==> config.mk <==
export PLATFORM = sky130hd
export DESIGN_NAME = event_counter_bank
export DESIGN_NICKNAME = d
export VERILOG_FILES = /design/src/rtl/ecb_pkg.sv /design/src/rtl/ecb_ctrl.sv /design/src/rtl/ecb_datapath.sv /design/src/rtl/event_counter_bank.sv
export SDC_FILE = /design/constraint.sdc
export NUM_CORES = 1
export LEC_CHECK = 0
export ABC_AREA = 1
export ABC_CLOCK_PERIOD_IN_PS = 3210
export CAP_MARGIN = 20
export CORE_UTILIZATION = 50
export CTS_BUF_LIST = sky130_fd_sc_hd__clkbuf_8
export DETAILED_ROUTE_END_ITERATION = 8
export DONT_BUFFER_PORTS = 1
export PLACE_DENSITY = 0.61
export SETUP_SLACK_MARGIN = 0.02
export SYNTH_ARGS = -nofsm -noshare
export SYNTH_HDL_FRONTEND = slang
export SYNTH_SLANG_ARGS = --single-unit
==> constraint.sdc <==
create_clock -name clk -period 3.21 [get_ports clk]
set_input_delay 0.1605 -clock clk [delete_from_list [all_inputs] [get_ports clk]]
set_output_delay 0.1605 -clock clk [all_outputs]
set_load 0.02 [all_outputs]
==> src/rtl/ecb_pkg.sv <==
package ecb_pkg;
  localparam int DATA_W = 32;
  localparam int ADDR_W = 6;
  localparam int TYPE_W = 10;
  localparam int IDX_W  = 4;
  localparam int CYC_BIT = 31;

  localparam logic [ADDR_W-1:0] A_CTRL   = 6'h00;
  localparam logic [ADDR_W-1:0] A_EN_SET = 6'h01;
  localparam logic [ADDR_W-1:0] A_EN_CLR = 6'h02;
  localparam logic [ADDR_W-1:0] A_OV_SET = 6'h03;
  localparam logic [ADDR_W-1:0] A_OV_CLR = 6'h04;
  localparam logic [ADDR_W-1:0] A_IE_SET = 6'h05;
  localparam logic [ADDR_W-1:0] A_IE_CLR = 6'h06;
  localparam logic [ADDR_W-1:0] A_SWINC  = 6'h07;

  localparam logic [1:0] GRP_MISC = 2'b00;
  localparam logic [1:0] GRP_CTR  = 2'b01;
  localparam logic [1:0] GRP_TYP  = 2'b10;

  localparam logic [TYPE_W-1:0] EV_SOFT = 10'h000;
  localparam logic [TYPE_W-1:0] EV_INST = 10'h008;
  localparam logic [TYPE_W-1:0] EV_CYC  = 10'h011;

  typedef struct packed {
    logic              ctlWr;
    logic              enSet;
    logic              enClr;
    logic              ovSet;
    logic              ovClr;
    logic              ieSet;
    logic              ieClr;
    logic              swInc;
    logic              ctrWr;
    logic              typWr;
    logic [IDX_W-1:0]  idx;
    logic [DATA_W-1:0] data;
    logic [DATA_W-1:0] maskData;
  } ctrlStrb_t;
endpackage

==> src/rtl/ecb_ctrl.sv <==
module ecb_ctrl
  import ecb_pkg::*;
#(
  parameter int NUM_CTR = 4
) (
  input  logic                      regWe,
  input  logic [ADDR_W-1:0]         regAddr,
  input  logic [DATA_W-1:0]         regWdata,
  input  logic                      gEn,
  input  logic [DATA_W-1:0]         enMask,
  input  logic [DATA_W-1:0]         ovfMask,
  input  logic [DATA_W-1:0]         ieMask,
  input  logic [NUM_CTR*DATA_W-1:0] ctrFlat,
  input  logic [NUM_CTR*TYPE_W-1:0] typFlat,
  output ctrlStrb_t                 strb,
  output logic [DATA_W-1:0]         regRdata
);
  localparam logic [DATA_W-1:0] IMPL_MASK =
    ((32'd1 << NUM_CTR) - 32'd1) | (32'd1 << CYC_BIT);
  localparam logic [4:0] NUM_FIELD = 5'(NUM_CTR);

  logic [IDX_W-1:0] idx;
  logic             idxOk;
  logic [1:0]       grp;

  assign idx   = regAddr[IDX_W-1:0];
  assign grp   = regAddr[ADDR_W-1:IDX_W];
  assign idxOk = ({28'd0, idx} < 32'(NUM_CTR));

  // write decode into a strobe bundle for the datapath
  always_comb begin
    strb          = '0;
    strb.idx      = idx;
    strb.data     = regWdata;
    strb.maskData = regWdata & IMPL_MASK;
    if (regWe) begin
      case (regAddr)
        A_CTRL:   strb.ctlWr = 1'b1;
        A_EN_SET: strb.enSet = 1'b1;
        A_EN_CLR: strb.enClr = 1'b1;
        A_OV_SET: strb.ovSet = 1'b1;
        A_OV_CLR: strb.ovClr = 1'b1;
        A_IE_SET: strb.ieSet = 1'b1;
        A_IE_CLR: strb.ieClr = 1'b1;
        A_SWINC:  strb.swInc = 1'b1;
        default:  ;
      endcase
      if (grp == GRP_CTR && idxOk) strb.ctrWr = 1'b1;
      if (grp == GRP_TYP && idxOk) strb.typWr = 1'b1;
    end
  end

  // read mux
  always_comb begin
    regRdata = '0;
    if (grp == GRP_MISC) begin
      case (idx)
        4'h0:       regRdata = {16'd0, NUM_FIELD, 10'd0, gEn};
        4'h1, 4'h2: regRdata = enMask;
        4'h3, 4'h4: regRdata = ovfMask;
        4'h5, 4'h6: regRdata = ieMask;
        default:    regRdata = '0;
      endcase
    end else if (grp == GRP_CTR && idxOk) begin
      regRdata = ctrFlat[int'(idx)*DATA_W +: DATA_W];
    end else if (grp == GRP_TYP && idxOk) begin
      regRdata = {{(DATA_W-TYPE_W){1'b0}}, typFlat[int'(idx)*TYPE_W +: TYPE_W]};
    end
  end
endmodule

==> src/rtl/ecb_datapath.sv <==
module ecb_datapath
  import ecb_pkg::*;
#(
  parameter int NUM_CTR = 4
) (
  input  logic                      clk,
  input  logic                      rstN,
  input  ctrlStrb_t                 strb,
  input  logic                      instStrobe,
  input  logic                      cycStrobe,
  output logic                      gEn,
  output logic [DATA_W-1:0]         enMask,
  output logic [DATA_W-1:0]         ovfMask,
  output logic [DATA_W-1:0]         ieMask,
  output logic [NUM_CTR*DATA_W-1:0] ctrFlat,
  output logic [NUM_CTR*TYPE_W-1:0] typFlat,
  output logic                      irq
);
  logic [NUM_CTR-1:0] newOvf;
  logic [DATA_W-1:0]  newOvfW;

  for (genvar i = 0; i < NUM_CTR; i++) begin : g_ctr
    logic [DATA_W-1:0] ctr;
    logic [TYPE_W-1:0] typ;
    logic              enabled;
    logic              hwHit;
    logic              swHit;
    logic [1:0]        inc;
    logic [DATA_W-1:0] sum;
    logic              wrHere;
    logic              typHere;

    assign wrHere  = strb.ctrWr && (int'(strb.idx) == i);
    assign typHere = strb.typWr && (int'(strb.idx) == i);

    always_comb begin
      enabled = gEn & enMask[i];
      hwHit   = enabled & (((typ == EV_INST) & instStrobe) |
                           ((typ == EV_CYC)  & cycStrobe));
      swHit   = enabled & strb.swInc & strb.maskData[i] & (typ == EV_SOFT);
      inc     = {1'b0, hwHit} + {1'b0, swHit};
      sum     = ctr + {30'd0, inc};
    end

    always_ff @(posedge clk or negedge rstN) begin
      if (!rstN)        ctr <= '0;
      else if (wrHere)  ctr <= strb.data;
      else              ctr <= sum;
    end

    always_ff @(posedge clk or negedge rstN) begin
      if (!rstN)        typ <= '0;
      else if (typHere) typ <= strb.data[TYPE_W-1:0];
    end

    // wrap past bit 31 caused by counting, never by a load
    assign newOvf[i] = !wrHere & ctr[DATA_W-1] & !sum[DATA_W-1];
    assign ctrFlat[i*DATA_W +: DATA_W] = ctr;
    assign typFlat[i*TYPE_W +: TYPE_W] = typ;
  end

  assign newOvfW = {{(DATA_W-NUM_CTR){1'b0}}, newOvf};

  always_ff @(posedge clk or negedge rstN) begin
    if (!rstN) begin
      gEn     <= 1'b0;
      enMask  <= '0;
      ovfMask <= '0;
      ieMask  <= '0;
    end else begin
      if (strb.ctlWr) gEn <= strb.data[0];
      if (strb.enSet)      enMask <= enMask | strb.maskData;
      else if (strb.enClr) enMask <= enMask & ~strb.maskData;
      if (strb.ieSet)      ieMask <= ieMask | strb.maskData;
      else if (strb.ieClr) ieMask <= ieMask & ~strb.maskData;
      ovfMask <= (ovfMask & ~(strb.ovClr ? strb.maskData : '0))
               | (strb.ovSet ? strb.maskData : '0)
               | newOvfW;
    end
  end

  assign irq = gEn & (|(ieMask & ovfMask));
endmodule

==> src/rtl/event_counter_bank.sv <==
module event_counter_bank
  import ecb_pkg::*;
#(
  parameter int NUM_CTR = 4
) (
  input  logic              clk,
  input  logic              rstN,
  input  logic              instStrobe,
  input  logic              cycStrobe,
  input  logic              regWe,
  input  logic [5:0]        regAddr,
  input  logic [31:0]       regWdata,
  output logic [31:0]       regRdata,
  output logic              irq
);
  ctrlStrb_t                 strb;
  logic                      gEn;
  logic [DATA_W-1:0]         enMask;
  logic [DATA_W-1:0]         ovfMask;
  logic [DATA_W-1:0]         ieMask;
  logic [NUM_CTR*DATA_W-1:0] ctrFlat;
  logic [NUM_CTR*TYPE_W-1:0] typFlat;

  ecb_ctrl #(.NUM_CTR(NUM_CTR)) u_ctrl (
    .regWe    (regWe),
    .regAddr  (regAddr),
    .regWdata (regWdata),
    .gEn      (gEn),
    .enMask   (enMask),
    .ovfMask  (ovfMask),
    .ieMask   (ieMask),
    .ctrFlat  (ctrFlat),
    .typFlat  (typFlat),
    .strb     (strb),
    .regRdata (regRdata)
  );

  ecb_datapath #(.NUM_CTR(NUM_CTR)) u_datapath (
    .clk        (clk),
    .rstN       (rstN),
    .strb       (strb),
    .instStrobe (instStrobe),
    .cycStrobe  (cycStrobe),
    .gEn        (gEn),
    .enMask     (enMask),
    .ovfMask    (ovfMask),
    .ieMask     (ieMask),
    .ctrFlat    (ctrFlat),
    .typFlat    (typFlat),
    .irq        (irq)
  );
endmodule

After elaboration in Yosys (flattened, before gate mapping). Cells that the tools add are included. Widths: inputs -> output; s select.

Div/mod/pow operators: 0. $lt $le $gt $ge: 1. Add/sub/neg operators: 8. Eq/ne operators: 26. Shift-type cells: 2. Multipliers: 1. Multiplexer cells: 25. Bitwise gates (word level): 51. Reductions and logical operators: 32.

Operators with widths (number): $mux 32 (12); $add 32x2->32 (4); $and 32x32->32 (4); $pmux 32 s4 (1); $shiftx 128x10->32 (1); $or 32x32->32 (3); $not 32->32 (2); $eq 10x4->1 const B (4); $eq 10x5->1 const B (4); $logic_not 10->1 (4); $shiftx 40x32->10 (1); $and 1x1->1 (37); $or 32x4->32 (1); $reduce_or 32->1 (1); $eq 6x3->1 const B (4); $eq 4x3->1 const B (5); $mux 10 (2); $eq 4x2->1 const B (3); $eq 6x2->1 const B (2); $logic_and 1x1->1 (10); $mux 1 (10); $add 1x1->2 (4); $logic_not 1->1 (8); $logic_not 4->1 (2); other kinds (11) (17).

Bits in latches: 0. Bits in read-only memories: 0. Memory bits (writable): 0. Word-level logic and storage cells: 158. Input port bits: 43. Bits in registers: 265. Memories: 0.

Depth between registers and ports, before layout. Gate-level depths: netlist (run 1).

Depth after elaboration: 12. Depth in mapped cells: 18.

Modules after synthesis. Synthesis (run 1) repeated with hierarchy kept, for this count alone.

Cells, all modules: 2529. Area total of the unflattened synthesis: 17120.2 µm².

By module, submodules not included: ecb_datapath (cells each 1938, sequential area each 6631.4 µm², area each 14316.2 µm², times used 1); ecb_ctrl (cells each 591, sequential area each 0.0 µm², area each 2803.9 µm², times used 1).

Least setup slack after synthesis (run 1). Ideal clock, no wire load.

Path kind: input -> register. Start: input port regAddr[1]. End: register u_datapath.g_ctr[1].ctr[18]. Arrival: 2.480 ns. Data required time: 3.093 ns. Cell stages on the path: 17. Path buffers: 2. Setup slack: 0.613 ns. Cell sequence: buf_2 > nand2_1 > buf_2 > nor3_1 > nand3_1 > fa_1 > inv_1 > ha_1 > inv_1 > nor2_1 > nand2_1 > nor2_1 > nand2_1 > nand2_1 > nand2_1 > nand2_1 > nand2_1.

Longest elaborated chain between the ends: 9. Elaborated cells between the ends (all ways): 14. Classes of those cells: add/sub: 2; order compare: 1; eq/ne: 2; mux: 4; bitwise: 3; reduce/logical: 2.

RTL lines: from (decl) (RTL line event_counter_bank.sv:11) `input logic [5:0] regAddr,`; $eq 6x3->1 (RTL line ecb_ctrl.sv:37) `case (regAddr)`; $mux 1 (RTL line ecb_ctrl.sv:37); $mux 10 (RTL line ecb_ctrl.sv:36) `if (regWe) begin`; $and 1x1->1 (3 in a row) (RTL line ecb_datapath.sv:40) `swHit = enabled & strb.swInc & strb.maskData[i] & (typ == EV_SOFT);`; $add 1x1->2 (RTL line ecb_datapath.sv:41) `inc = {1'b0, hwHit} + {1'b0, swHit};`; $add 32x2->32 (RTL line ecb_datapath.sv:42) `sum = ctr + {30'd0, inc};`; $mux 32 (*) (RTL line ecb_datapath.sv:47) `else if (wrHere) ctr <= strb.data;`; to (signal assigned) (RTL line ecb_datapath.sv:47); to (signal assigned) (RTL line ecb_datapath.sv:48) `else ctr <= sum;`; to (decl) (RTL line ecb_datapath.sv:23) `logic [DATA_W-1:0] ctr;`.

Mark *: on every way between the ends. The rest lies on a longest branch, timed or not. A chain may end at the register's enable or synchronous reset.

Final worst setup path (run 1).
Start: register u_datapath.g_ctr[3].typ[6]. End: register u_datapath.ovfMask[3].

Longest elaborated chain between the ends: 9. Elaborated cells between the ends (all ways): 13. Classes of those cells: add/sub: 2; eq/ne: 2; bitwise: 7; reduce/logical: 2.

RTL lines: from (decl) (RTL line ecb_datapath.sv:24) `logic [TYPE_W-1:0] typ;`; from (signal assigned) (RTL line ecb_datapath.sv:53) `else if (typHere) typ <= strb.data[TYPE_W-1:0];`; $eq 10x4->1 or $eq 10x5->1 (tied branches) (RTL line ecb_datapath.sv:38, ecb_datapath.sv:39); $and 1x1->1, on equally long branches (RTL line ecb_datapath.sv:38, ecb_datapath.sv:39); $or 1x1->1 (RTL line ecb_datapath.sv:38) `hwHit = enabled & (((typ == EV_INST) & instStrobe) |`; $and 1x1->1 (RTL line ecb_datapath.sv:38); $add 1x1->2 (*) (RTL line ecb_datapath.sv:41); $add 32x2->32 (*) (RTL line ecb_datapath.sv:42); $logic_not 1->1 (*) (RTL line ecb_datapath.sv:57) `assign newOvf[i] = !wrHere & ctr[DATA_W-1] & !sum[DATA_W-1];`; $and 1x1->1 (*) (RTL line ecb_datapath.sv:57); $or 32x4->32 (*) (RTL line ecb_datapath.sv:78) `| newOvfW;`; to (signal assigned) (RTL line ecb_datapath.sv:76) `ovfMask <= (ovfMask & ~(strb.ovClr ? strb.maskData : '0))`; to (decl) (RTL line ecb_datapath.sv:13) `output logic [DATA_W-1:0] ovfMask,`.

Marks and branches as above.

==> impl_metrics.ini, run 1 <==
[sta]
post-route-period-util = 0.9270
rsz0062_at_grt = false
setup_viol = 0
whs_ns = -0.6605
fin_tns_setup_ns = 0
finalCriticalPeriod_ns = 2.976
tightest_slew_ns = 1.156
max_freq_mhz = 336.0
slew_viol_final = 0
hold_viol_final = 184
relSlewSlack = 0.2277
finClkSkew_ns = 0.02443

[floorplan]
start_util = 0.5076
die_h_um = 158.9
num_rows = 57
core_area_um2 = 24250
die_width_um = 158.9
io_pins = 76
dieArea_um2 = 25250

[worst_setup_path]
cpMostUsedCell = nand3_1
crit_chain = or2_2, nor4_1, nand3_1, fa_1, nor2_1, nand2_1, nor2_2, nand3_1, inv_1, nand2_1, nand3_1
critPathLaunch = u_datapath.g_ctr[3].typ[6]
end_kind = flop
r2r_start = u_datapath.g_ctr[3].typ[6]
worst_setup_path_start_kind = flop
cp.arrival_ns = 3.41
cp_slowest_cell = fa_1
worst_ep_required_time_ns = 3.65
path_buf_inv = 1
crit_path_max_fanout = 7
max_stage_delay_ns = 0.46
path_class = flop to flop
crit_family = simple AND/OR/NAND/NOR gates

[cts]
cts_tree = built
cts-root-buf = clkbuf_8
clk_latency_ns = 0.49
cts_sinks = 184
postCtsHoldBufs = 33
cts_max_level = 4
clockBufferDepth = 2
path_clk_slew_ns = 0.13
cts-buffers-inserted = 17

[cells_and_area]
layout.area.seq_um2 = 4604
mostFrequentLayoutCell = nand2_1
drive_gt1_frac = 0.04080
multi_input_area_um2 = 6802
nFillCells = 2558
area_growth_syn_to_layout_pct = 8.600
final_cell_mix = nand2_1 (854), nor2_1 (286), dfrtp_1 (184), inv_1 (173), o21ai_0 (142)
nets = 2048
design_area_um2 = 13370

[yosys]
synth-compound-area-share = 0.09881
ys_seq_area_frac = 0.3741
synth_cells = 1980
ys_dominant_reg_cell = dfrtp_1
ys_warn_count = 0
synth_edf_count = 0
async_flop_share = 1.000
syn_nets = 2031
yosys.area_share.simple = 0.4220
synthXorXnorAreaFrac = 0.01992
synth_fa_ha_area_frac = 0.01057
ys_seq_elements = 184
synthMuxAreaShare = 0
synth_cell_types = 36
synth_area_um2 = 12310
synth_top_family_by_area = simple AND/OR/NAND/NOR gates
syn_avg_cell_area_um2 = 6.216

[global_routing]
antenna_found_initial = 7
grt_pass1_wl_um = 71620
grt_busiest_layer = met2
grt_usage = 0.3805
grt_pass1_vias = 12300
grt-ovfl-total = 0
grt_start_max_net_pins = 185
met3_usage = 0.08595
grt_use_met2 = 0.5608
met1_usage = 0.5352

[routing]
dr.pass1.iters = 6
wl_um = 47100
ant_nets = 0
drc = 0
vias = 13070
dr.first_iter.drc_count = 1371
routedWlPerCell_um = 20.16
routed_via_density = 5.595

[power]
power_density_nw_per_um2 = 418.2
peakVddDrop_mv = 0.3050
power.leakage_nw = 6.079

[run_status]
status = finished, violations left
violations = hold timing

[placed_design]
hpwl_um = 35310
place_area_um2 = 12600
io_buffer_count = 0
gp_congestion = 0.9863

[flow_run]
cap_violations = 0

[hold_path]
hold_class = input port to asynchronous set/reset pin
metrics by stage:
step | cells | utilization | hold WS [ns] | setup WS (ns) | total power [W]
floorplan | 1980 | - | -0.1351 | 0.6134 | 0.003514
global placement | 2269 | 0.5197 | -0.1317 | 0.3041 | 0.003826
detailed placement | 2269 | 0.5197 | -0.1307 | 0.2336 | 0.003847
CTS | 2334 | 0.5503 | -0.6726 | 0.2066 | 0.005568
global route | 2334 | 0.5510 | -0.6878 | 0.04050 | 0.005859
finish | 2336 | 0.5512 | -0.6605 | 0.2342 | 0.005590
path summary, 6_finish.rpt:
check                                                   end  slack, ns  depth (start not counted)
worst max-delay path                  u_datapath.ovfMask[3]       0.23                         11
worst min-delay path             asynchronous set/reset pin      -0.66                          0
worst max register to register        u_datapath.ovfMask[3]       0.23                         11
worst min register to register                         flop       0.51                          2
max in group asynchronous       u_datapath.g_ctr[3].ctr[18]       3.50                          0
min in group clk                                       flop       0.03                          2
layer usage:
metal / vias to the layer above / wire, um
met5: - / 49
met4: 8 / 1975
met3: 86 / 4536
met2: 589 / 19850
met1: 6096 / 20690
li1: 6290 / -
flip-flops by register name, indices dropped and copies added (netlist names), named ones only:
name / count
u_datapath.ovfMask: 5
u_datapath.g_ctr.ctr: 128
u_datapath.gEn: 1
u_datapath.g_ctr.typ: 40
final cells by class:
class                           count  share of cell area
Clock inverter                     15             0.01320
Multi-Input combinational cell   1563              0.5088
Timing Repair Buffer               50             0.03445
Tap cell                          324             0.03033
Inverter                          181             0.05083
Clock buffer                       17             0.01750
Antenna cell                        2           0.0003744
Sequential cell                   184              0.3445
cells by family (layout without fill, tap and decap cells):
family	Yosys count	after routing
AO/OA/AOI/OAI	220	220
flip-flops	184	184
adder cells (fa/ha/maj)	8	8
other	0	2
XOR/XNOR	28	28
AND/OR/NAND/NOR	1307	1307
buffers and inverters	233	263
repair_timing:
action	4_1_cts	5_1_grt
setup buffers	0	0
endpoints found under the setup margin	0	17
hold endpoints to repair	313	184
gates resized for setup	0	6
cells in the mapped netlist, drive strengths merged, types with 4 or more instances:
| cell type | instances | area, um2 |
|---|---|---|
| nand2 | 857 | 3224 |
| o21ai | 144 | 720.7 |
| nor2 | 301 | 1182 |
| a41oi | 4 | 35.03 |
| dfrtp | 184 | 4604 |
| clkbuf | 24 | 90.09 |
| nand4 | 12 | 75.07 |
| ha | 4 | 50.05 |
| buf | 28 | 148.9 |
| nand3 | 116 | 580.6 |
| a31oi | 13 | 81.33 |
| fa | 4 | 80.08 |
| inv | 180 | 675.7 |
| nor4 | 8 | 50.05 |
| or2 | 6 | 37.54 |
| xor2 | 25 | 219.0 |
| a21oi | 10 | 53.80 |
| o22ai | 41 | 256.5 |
where the power goes:
part	total, W	switching [W]	internal, W
sequential	0.00292	0.000329	0.00259
clock	0.00167	0.00107	0.000595
combinational	0.000999	0.000661	0.000338
Power figures use the tool's default switching activity.
==> inputs of run 2 (changes only) <==
==> constraint.sdc (replaced) <==
create_clock -name clk -period 3.21 [get_ports clk]
set_input_delay 0.4815 -clock clk [delete_from_list [all_inputs] [get_ports clk]]
set_output_delay 0.4815 -clock clk [all_outputs]
set_load 0.02 [all_outputs]
==> run 2 against run 1 <==
Net effect:
- the flow still finishes with violations (hold timing)
- total power down 0.74%
- flip-flop and latch count did not move
- die area is the same
- register-to-register slack about the same
- critical path depth did not move
- sequential share of layout area grew 0.63 points
- sequential power is essentially flat
- maximum frequency is 0.45% lower
- largest power group unchanged
==> impl_metrics.ini, run 2 (synthesis results as in run 1) <==
[worst_setup_path]
cp_slowest_cell = fa_1
crit_path_max_fanout = 7
path_class = flop to flop
crit_chain = or2_2, nor4_2, nand2_1, fa_1, nor2_1, nand2_1, nor2_2, nand3_1, inv_1, nand2_1, nand3_1
end_kind = flop
worst_setup_path_start_kind = flop
cp.arrival_ns = 3.42
max_stage_delay_ns = 0.48
cpMostUsedCell = nand2_1
worst_ep_required_time_ns = 3.64

[power]
power.leakage_nw = 5.991
p_switching_w = 0.002031
peakVddDrop_mv = 0.2772
p_seq_frac = 0.527
p_int_w = 0.003517
clock_power_share = 0.307
power_density_nw_per_um2 = 422.7
comb_power_share = 0.166
swShare = 0.3661

[placed_design]
place_area_um2 = 12680
gp_congestion = 1.021
io_buffer_count = 0
hpwl_um = 34840

[cts]
cts-root-buf = clkbuf_8
cts_max_level = 4
clk_latency_ns = 0.49
path_clk_slew_ns = 0.12
cts_tree = built
clockBufferDepth = 2
cts-buffers-inserted = 17
cts_setup_buffers = 0
cts_sinks = 184

[sta]
rsz0062_at_grt = true
tightest_slew_ns = 0.7930
finClkSkew_ns = 0.02027
hold_viol_final = 184
whs_ns = -0.3287
post-route-period-util = 0.9312
fin_tns_setup_ns = 0
setup_viol = 0
finalCriticalPeriod_ns = 2.989
max_freq_mhz = 334.5
slew_viol_final = 0
relSlewSlack = 0.4700

[global_routing]
grt_pass1_wl_um = 70460
antenna_found_initial = 2
grt_start_max_net_pins = 185
grt-ovfl-total = 0
grt_pass1_vias = 12150
grt_usage = 0.3703

[flow_run]
cap_violations = 0

[cells_and_area]
nets = 2025
design_area_um2 = 13130
fin_util = 0.5414
drive_gt1_frac = 0.04479
area_growth_syn_to_layout_pct = 6.659
mostFrequentLayoutCell = nand2_1
final_cell_mix = nand2_1 (854), nor2_1 (290), dfrtp_1 (184), inv_1 (173), o21ai_0 (142)
largest_reg_flops = 128
largest-register = u_datapath.g_ctr.ctr
top_regs = u_datapath.g_ctr.ctr: 128 flops, u_datapath.g_ctr.typ: 40 flops, u_datapath.ovfMask: 5 flops

[routing]
dr.first_iter.drc_count = 1559
dr.pass1.iters = 8
routed_via_density = 5.667
vias = 13100
wl_um = 45990
ant_nets = 0
routedWlPerCell_um = 19.89
drc = 0

[floorplan]
die_h_um = 158.9
num_rows = 57
dieArea_um2 = 25250
core_area_um2 = 24250
die_width_um = 158.9
start_util = 0.5076
io_pins = 76

[run_status]
violations = hold timing
status = finished, violations left

[hold_path]
hold_class = input port to asynchronous set/reset pin
[run 2: cell types whose count changed in the layout (fill, tap and decap cells not counted), sizes merged]
cell          previous run  this run
buf                     17        27
dlygate4sd3             32         0
diode                    2         1
dlymetal6s4s             1         0
clkinvlp                 1         0
clkinv                  10        11
[run 2: worst paths after layout]
kind	startpoint	depth (start not counted)	end	slack (ns)
hold / removal	rstN	0	asynchronous set/reset pin	-0.33
setup reg to reg	u_datapath.g_ctr[3].typ[6]	11	u_datapath.ovfMask[3]	0.22
setup / recovery	u_datapath.g_ctr[3].typ[6]	11	u_datapath.ovfMask[3]	0.22
max in group asynchronous	rstN	0	u_datapath.g_ctr[0].ctr[24]	3.18
hold reg to reg	flop	2	flop	0.50
min in group clk	regWdata[25]	2	u_datapath.g_ctr[2].ctr[25]	0.09
[run 2: per-stage QoR]
stage,total power [W],setup slack (ns),std cells
3_3_place_gp,0.003825,0.1511,2279
5_1_grt,0.005819,0.01711,2311
6_report,0.005549,0.2208,2312
2_1_floorplan,0.003514,0.2924,1980
3_5_place_dp,0.003848,0.1094,2279
4_1_cts,0.005542,0.1624,2311
[run 2: timing repair]
item | CTS | global route
resized for setup | 0 | 2
hold endpoints to repair | 184 | 184
setup endpoints to repair | 0 | 10
[run 2: worst max-delay path, delay by kind of cell (launching register included)]
kind | cells | cell delay [ns]
flops | 1 | 0.41
buf+inv | 1 | 0.13
simple gates | 9 | 1.91
fa+ha+maj | 1 | 0.48
[run 2: power groups by stage]
stage	clock, W	combinational [W]	sequential (W)
4_1_cts	0.00173	0.000900	0.00291
2_1_floorplan	0	0.000668	0.00285
6_report	0.00171	0.000919	0.00292
3_3_place_gp	0	0.000878	0.00295
5_1_grt	0.00181	0.00105	0.00296
3_5_place_dp	0	0.000898	0.00295
[run 2: cell type report]
type | count | area [um2]
clock buffer | 17 | 234.0
inverter | 181 | 679.4
tap | 324 | 405.4
timing repair buffer | 27 | 202.7
antenna | 1 | 2.502
multi-input combinational | 1563 | 6798
clock inverter | 15 | 201.4
fill | 2546 | 11120
sequential | 184 | 4604
[run 2: routing by layer]
layer,wire [um],GRT usage,up-vias
met5,0,0,-
met4,1855,0.1503,0
met3,4365,0.05982,93
met2,20120,0.5618,642
met1,19650,0.5252,6133
li1,-,-,6235
